<file path="src/rtl/tap_ctrl_pkg.sv">
package tap_ctrl_pkg;

  typedef enum logic [3:0] {
    ST_RESET  = 4'd0,
    ST_IDLE   = 4'd1,
    ST_DR_SEL = 4'd2,
    ST_DR_CAP = 4'd3,
    ST_DR_SH  = 4'd4,
    ST_DR_EX1 = 4'd5,
    ST_DR_PAU = 4'd6,
    ST_DR_EX2 = 4'd7,
    ST_DR_UPD = 4'd8,
    ST_IR_SEL = 4'd9,
    ST_IR_CAP = 4'd10,
    ST_IR_SH  = 4'd11,
    ST_IR_EX1 = 4'd12,
    ST_IR_PAU = 4'd13,
    ST_IR_EX2 = 4'd14,
    ST_IR_UPD = 4'd15
  } tap_state_e;

  typedef struct packed {
    logic tdo_en;
    logic logic_reset;
    logic ir_update;
    logic ir_shift;
    logic ir_capture;
    logic dr_update;
    logic dr_shift;
    logic dr_capture;
  } tap_strb_t;

endpackage

</file>
<file path="src/rtl/tap_rst_sync.sv">
module tap_rst_sync #(
  parameter int STAGES = 2
) (
  input  logic clk,
  input  logic arst_n,
  output logic rst_n_o
);

  logic [STAGES-1:0] sync_q;

  generate
    if (STAGES == 1) begin : g_one
      always_ff @(posedge clk or negedge arst_n) begin
        if (!arst_n) sync_q <= '0;
        else         sync_q <= 1'b1;
      end
    end else begin : g_many
      always_ff @(posedge clk or negedge arst_n) begin
        if (!arst_n) sync_q <= '0;
        else         sync_q <= {sync_q[STAGES-2:0], 1'b1};
      end
    end
  endgenerate

  assign rst_n_o = sync_q[STAGES-1];

endmodule

</file>
<file path="src/rtl/tap_next_state.sv">
module tap_next_state
  import tap_ctrl_pkg::*;
(
  input  tap_state_e cur_i,
  input  logic       tms_i,
  output tap_state_e nxt_o
);

  always_comb begin
    nxt_o = cur_i;
    unique case (cur_i)
      ST_RESET:  nxt_o = tms_i ? ST_RESET  : ST_IDLE;
      ST_IDLE:   nxt_o = tms_i ? ST_DR_SEL : ST_IDLE;
      ST_DR_SEL: nxt_o = tms_i ? ST_IR_SEL : ST_DR_CAP;
      ST_DR_CAP: nxt_o = tms_i ? ST_DR_EX1 : ST_DR_SH;
      ST_DR_SH:  nxt_o = tms_i ? ST_DR_EX1 : ST_DR_SH;
      ST_DR_EX1: nxt_o = tms_i ? ST_DR_UPD : ST_DR_PAU;
      ST_DR_PAU: nxt_o = tms_i ? ST_DR_EX2 : ST_DR_PAU;
      ST_DR_EX2: nxt_o = tms_i ? ST_DR_UPD : ST_DR_SH;
      ST_DR_UPD: nxt_o = tms_i ? ST_DR_SEL : ST_IDLE;
      ST_IR_SEL: nxt_o = tms_i ? ST_RESET  : ST_IR_CAP;
      ST_IR_CAP: nxt_o = tms_i ? ST_IR_EX1 : ST_IR_SH;
      ST_IR_SH:  nxt_o = tms_i ? ST_IR_EX1 : ST_IR_SH;
      ST_IR_EX1: nxt_o = tms_i ? ST_IR_UPD : ST_IR_PAU;
      ST_IR_PAU: nxt_o = tms_i ? ST_IR_EX2 : ST_IR_PAU;
      ST_IR_EX2: nxt_o = tms_i ? ST_IR_UPD : ST_IR_SH;
      ST_IR_UPD: nxt_o = tms_i ? ST_DR_SEL : ST_IDLE;
      default:   nxt_o = ST_RESET;
    endcase
  end

endmodule

</file>
<file path="src/rtl/tap_strobe_gen.sv">
module tap_strobe_gen
  import tap_ctrl_pkg::*;
(
  input  logic       clk,
  input  logic       rst_n,
  input  tap_state_e state_i,
  output tap_strb_t  strb_o
);

  tap_strb_t strb_d;
  tap_strb_t strb_q;

  always_comb begin
    strb_d             = '0;
    strb_d.logic_reset = (state_i == ST_RESET);
    strb_d.dr_capture  = (state_i == ST_DR_CAP);
    strb_d.dr_shift    = (state_i == ST_DR_SH);
    strb_d.dr_update   = (state_i == ST_DR_UPD);
    strb_d.ir_capture  = (state_i == ST_IR_CAP);
    strb_d.ir_shift    = (state_i == ST_IR_SH);
    strb_d.ir_update   = (state_i == ST_IR_UPD);
    strb_d.tdo_en      = (state_i == ST_DR_SH) || (state_i == ST_IR_SH);
  end

  // Falling-edge retiming: strobes are steady across the rising edge.
  always_ff @(negedge clk or negedge rst_n) begin
    if (!rst_n) begin
      strb_q             <= '0;
      strb_q.logic_reset <= 1'b1;
    end else begin
      strb_q <= strb_d;
    end
  end

  assign strb_o = strb_q;

  assert_tdo_en_in_shift_R10: assert property (@(negedge clk) disable iff (!rst_n)
    strb_q.tdo_en |-> (strb_q.dr_shift || strb_q.ir_shift));

  assert_path_strobes_onehot0_R11: assert property (@(negedge clk) disable iff (!rst_n)
    $onehot0({strb_q.dr_capture, strb_q.dr_shift, strb_q.dr_update,
              strb_q.ir_capture, strb_q.ir_shift, strb_q.ir_update}));

endmodule

</file>
<file path="src/rtl/tap_ctrl.sv">
module tap_ctrl
  import tap_ctrl_pkg::*;
#(
  parameter int SYNC_STAGES = 2
) (
  input  logic       tck,
  input  logic       trst_n,
  input  logic       tms,
  output logic [3:0] state_o,
  output logic       dr_capture,
  output logic       dr_shift,
  output logic       dr_update,
  output logic       ir_capture,
  output logic       ir_shift,
  output logic       ir_update,
  output logic       logic_reset,
  output logic       tdo_en
);

  localparam int OnesToReset = 5;

  logic       rst_n_int;
  tap_state_e state_q;
  tap_state_e state_d;
  tap_strb_t  strb;

  tap_rst_sync #(.STAGES(SYNC_STAGES)) u_rst_sync (
    .clk     (tck),
    .arst_n  (trst_n),
    .rst_n_o (rst_n_int)
  );

  tap_next_state u_next (
    .cur_i (state_q),
    .tms_i (tms),
    .nxt_o (state_d)
  );

  always_ff @(posedge tck or negedge rst_n_int) begin
    if (!rst_n_int) state_q <= ST_RESET;
    else            state_q <= state_d;
  end

  tap_strobe_gen u_strb (
    .clk     (tck),
    .rst_n   (rst_n_int),
    .state_i (state_q),
    .strb_o  (strb)
  );

  assign state_o     = state_q;
  assign dr_capture  = strb.dr_capture;
  assign dr_shift    = strb.dr_shift;
  assign dr_update   = strb.dr_update;
  assign ir_capture  = strb.ir_capture;
  assign ir_shift    = strb.ir_shift;
  assign ir_update   = strb.ir_update;
  assign logic_reset = strb.logic_reset;
  assign tdo_en      = strb.tdo_en;

  // Checker-side count of consecutive high mode-select edges.
  logic [2:0] ones_q;
  always_ff @(posedge tck or negedge rst_n_int) begin
    if (!rst_n_int)                       ones_q <= '0;
    else if (!tms)                        ones_q <= '0;
    else if (ones_q != 3'(OnesToReset))   ones_q <= ones_q + 3'd1;
  end

  assert_five_ones_reset_R7: assert property (@(posedge tck) disable iff (!rst_n_int)
    (ones_q == 3'(OnesToReset)) |-> (state_q == ST_RESET));

  assert_capture_dr_exit_R4: assert property (@(posedge tck) disable iff (!rst_n_int)
    (state_q == ST_DR_CAP) |=> (state_q == ST_DR_SH || state_q == ST_DR_EX1));

  assert_ir_select_escape_R5: assert property (@(posedge tck) disable iff (!rst_n_int)
    (state_q == ST_IR_SEL && tms) |=> (state_q == ST_RESET));

endmodule

</file>
<file path="config.mk">
export PLATFORM = sky130hd
export DESIGN_NAME = tap_ctrl
export DESIGN_NICKNAME = d
export VERILOG_FILES = /design/src/rtl/tap_ctrl_pkg.sv /design/src/rtl/tap_rst_sync.sv /design/src/rtl/tap_next_state.sv /design/src/rtl/tap_strobe_gen.sv /design/src/rtl/tap_ctrl.sv
export SDC_FILE = /design/constraint.sdc
export NUM_CORES = 1
export LEC_CHECK = 0
export BUFFER_PORTS_ARGS = -buffer_cell sky130_fd_sc_hd__buf_4
export CORE_UTILIZATION = 40
export DETAILED_ROUTE_END_ITERATION = 16
export PLACE_DENSITY = 0.67
export REMOVE_ABC_BUFFERS = 1
export SLEW_MARGIN = 25
export SYNTH_ARGS = -nofsm -noshare
export SYNTH_HDL_FRONTEND = slang
export SYNTH_HIERARCHICAL = 1
export SYNTH_SLANG_ARGS = --single-unit
</file>
<file path="constraint.sdc">
create_clock -name tck -period 0.8 [get_ports tck]
set_input_delay 0.12 -clock tck [delete_from_list [all_inputs] [get_ports tck]]
set_output_delay 0.12 -clock tck [all_outputs]
set_load 0.01 [all_outputs]
</file>
==> flow_metrics.py <==
metrics = {
    "timing": {
        "hold_viol": 0,
        "fin_ws_ps": -653,
        "finClkSkew_ps": 48.4,
        "rsz0062_at_grt": "yes",
        "finalMaxSlewViolations": 0,
        "finalSetupViolCount": 24,
    },
    "critical_path": {
        "critical_path_class": "register to primary output",
        "worstPathMaxFanout": 1,
        "rrSetupSlack_ps": -540,
        "cp_cell_sequence": "buf_6",
        "crit_start": "u_strb/strb_o[6]",
        "cp.required_ps": 680,
        "crit_buf_inv": 1,
        "crit_family": "flip-flops",
        "cp_slowest_stage_delay_ps": 510,
        "cp-start-kind": "register",
        "worstPathArrival_ps": 1330,
        "slowest_stage": "dfstp_2",
        "end_kind": "primary output",
        "worstReg2RegStart": "state_o[0]",
    },
    "final_layout": {
        "nNetsFinal": 103,
        "nFillCells": 89,
        "seq_area_sq_um": 357,
        "diodes": 0,
        "stdcell_count": 115,
        "final_util_pct": 78.7,
        "syn_to_final_growth_pct": 84.4,
        "drive_above_1_share_pct": 72.7,
        "multiInputGateArea_sq_um": 395,
    },
    "global_route": {
        "grt_pass1_wl_um": 2640,
        "grt_overflow_total": 0,
        "antenna_found_initial": 0,
        "grt_util_all_layers_pct": 20.7,
        "grt_pass1_vias": 590,
        "grt_max_degree": 9,
    },
    "route": {
        "drtAntennaViolNets": 0,
        "firstDrtPassIters": 4,
        "wire_per_inst_um": 14.6,
        "drt-total-wl_um": 1670,
        "vias_per_cell": 5.27,
        "num_vias": 606,
        "drcViolationCount": 0,
        "drt_iter0_drc": 11,
    },
    "floorplan": {
        "fp.coreArea_sq_um": 1490,
        "die_w_um": 41.9,
        "initial_core_util_pct": 42.7,
        "die_area_sq_um": 1750,
        "dieHeight_um": 41.9,
        "num_io_pins": 15,
        "rows": 14,
    },
    "outcome": {
        "outcome": "complete, but fails checks",
        "violations": "setup timing",
    },
    "clocking": {
        "insertion_delay_ps": 330,
        "h-tree-depth": 1,
        "path_clk_slew_ps": 80,
        "tritoncts.num_buffers": 3,
        "cts-root-buf": "clkbuf_4",
        "cts_tree": "done",
        "clock_sinks": 14,
        "clockBufferDepth": 2,
    },
    "pwr": {
        "leakage_nw": 0.549,
        "ir_worst_vdd_v": 0.00243,
        "power_density_nw_per_um2": 3810,
    },
    "yosys": {
        "synthTopCellsByArea": "dfrtn_1 (28%), dfrtp_1 (24%), dfstp_2 (4.1%)",
        "syn_inst": 60,
        "ys_warn_count": 6,
        "synthFlopType": "dfrtn_1",
        "ys_top_cells_by_count": "dfrtn_1 (7), dfrtp_1 (6)",
        "postSynthAreaPerCell_sq_um": 10.6,
        "seq_area_frac_synth_pct": 55.3,
        "synth_top_cell_area_share_pct": 27.6,
        "synth-edff-count": 0,
        "synthArstFlopShare_pct": 100,
        "synth_area_leader_cell": "dfrtn_1",
        "ys_types": 32,
        "synth_most_common_cell": "dfrtn_1",
        "syn_area_sq_um": 636,
        "ys_ff_latch": 14,
    },
    "place": {
        "dp_worst_setup_slack_ps": -483,
        "globalplace.congestion": 0.669,
        "portBuffers": 14,
        "post-dp-hpwl_um": 924,
        "dpl.cell_count": 101,
    },
    "job": {
        "drv_cap": 0,
    },
    "min_path": {
        "hold_class": "input port to async pin",
    },
}
stage by stage:
stage	TNS (ps)	power, mW	hold WS, ps	area [sq um]
6_report	-10810	4.47	145	1170
4_1_cts	-10690	4.23	135	1120
3_3_place_gp	-6740	2.71	-97.6	848
2_1_floorplan	-7460	1.88	-176	603
3_5_place_dp	-6980	2.77	-95.2	848
5_1_grt	-11670	4.72	155	1170
area by class of cell:
type,instances,share of cell area (%)
tap,16,1.71
multi-input combinational,40,33.7
clock inverter,1,0.320
clock buffer,4,2.24
timing repair buffer,40,31.6
sequential,14,30.4
layout by cell type, fill, tap and decap left out, types with 2 or more instances in the layout:
cell type,synthesis,routed
a211o_1,2,2
a21oi_2,0,2
buf_4,1,21
buf_6,1,18
clkbuf_4,0,3
dfrtn_1,7,7
dfrtp_1,6,2
dfrtp_2,0,4
nand2_4,0,3
nand2b_4,0,3
nand3_1,3,2
nor2_2,0,2
nor2b_1,2,2
nor3_2,0,2
o21ai_1,0,3
metal layers:
| layer | GRT usage [%] | wire length (um) | vias up |
|---|---|---|---|
| li1 | - | - | 289 |
| met1 | 23.0 | 711 | 289 |
| met2 | 36.3 | 855 | 22 |
| met3 | 3.04 | 54 | 6 |
| met4 | 13.5 | 53 | 0 |
| met5 | 0 | 0 | - |
final timing paths:
kind	end	cells after the start
max in group asynchronous	u_strb/strb_o[5]	1
max reg2reg	u_strb/strb_o[7]	2
min	u_rst_sync/sync_q[0]	2
min in group tck	state_o[1]	4
max	logic_reset	1
min reg2reg	state_o[1]	1
logic make-up after synthesis:
kind of cell	share of synthesized area, %
other	0.590
buffers and inverters	5.71
and+or+nand+nor	23.0
AOI/OAI and AO/OA	14.0
xor gates and xnor gates	1.38
DFF	55.3
worst register-to-register path: stages, from the launching register on:
cell and delay (ps):
dfrtp_2 480, nor4b_4 310, o21bai_1 160
sequential cells by signal (all words and copies together) (netlist names):
register           count
state_o                4
u_rst_sync/sync_q      2
u_strb/strb_o          8
where the power goes:
group          total (mW)  leakage, nW  switching (mW)  internal, mW
registers            1.23        0.175           0.286         0.948
logic                2.81        0.354            1.19          1.62
clock network       0.425       0.0203           0.225         0.200
total                4.47        0.549            1.70          2.77
timing repair:
action / in CTS / in global routing
pin swaps: 13 / 8
hold buffers: 1 / 0
endpoints found under the hold margin: 2 / 0
gates cloned: 2 / 0
gates resized for setup: 45 / 11
setup endpoints to repair: 24 / 24
setup buffers: 5 / 3
Power figures use the tool's default switching activity.
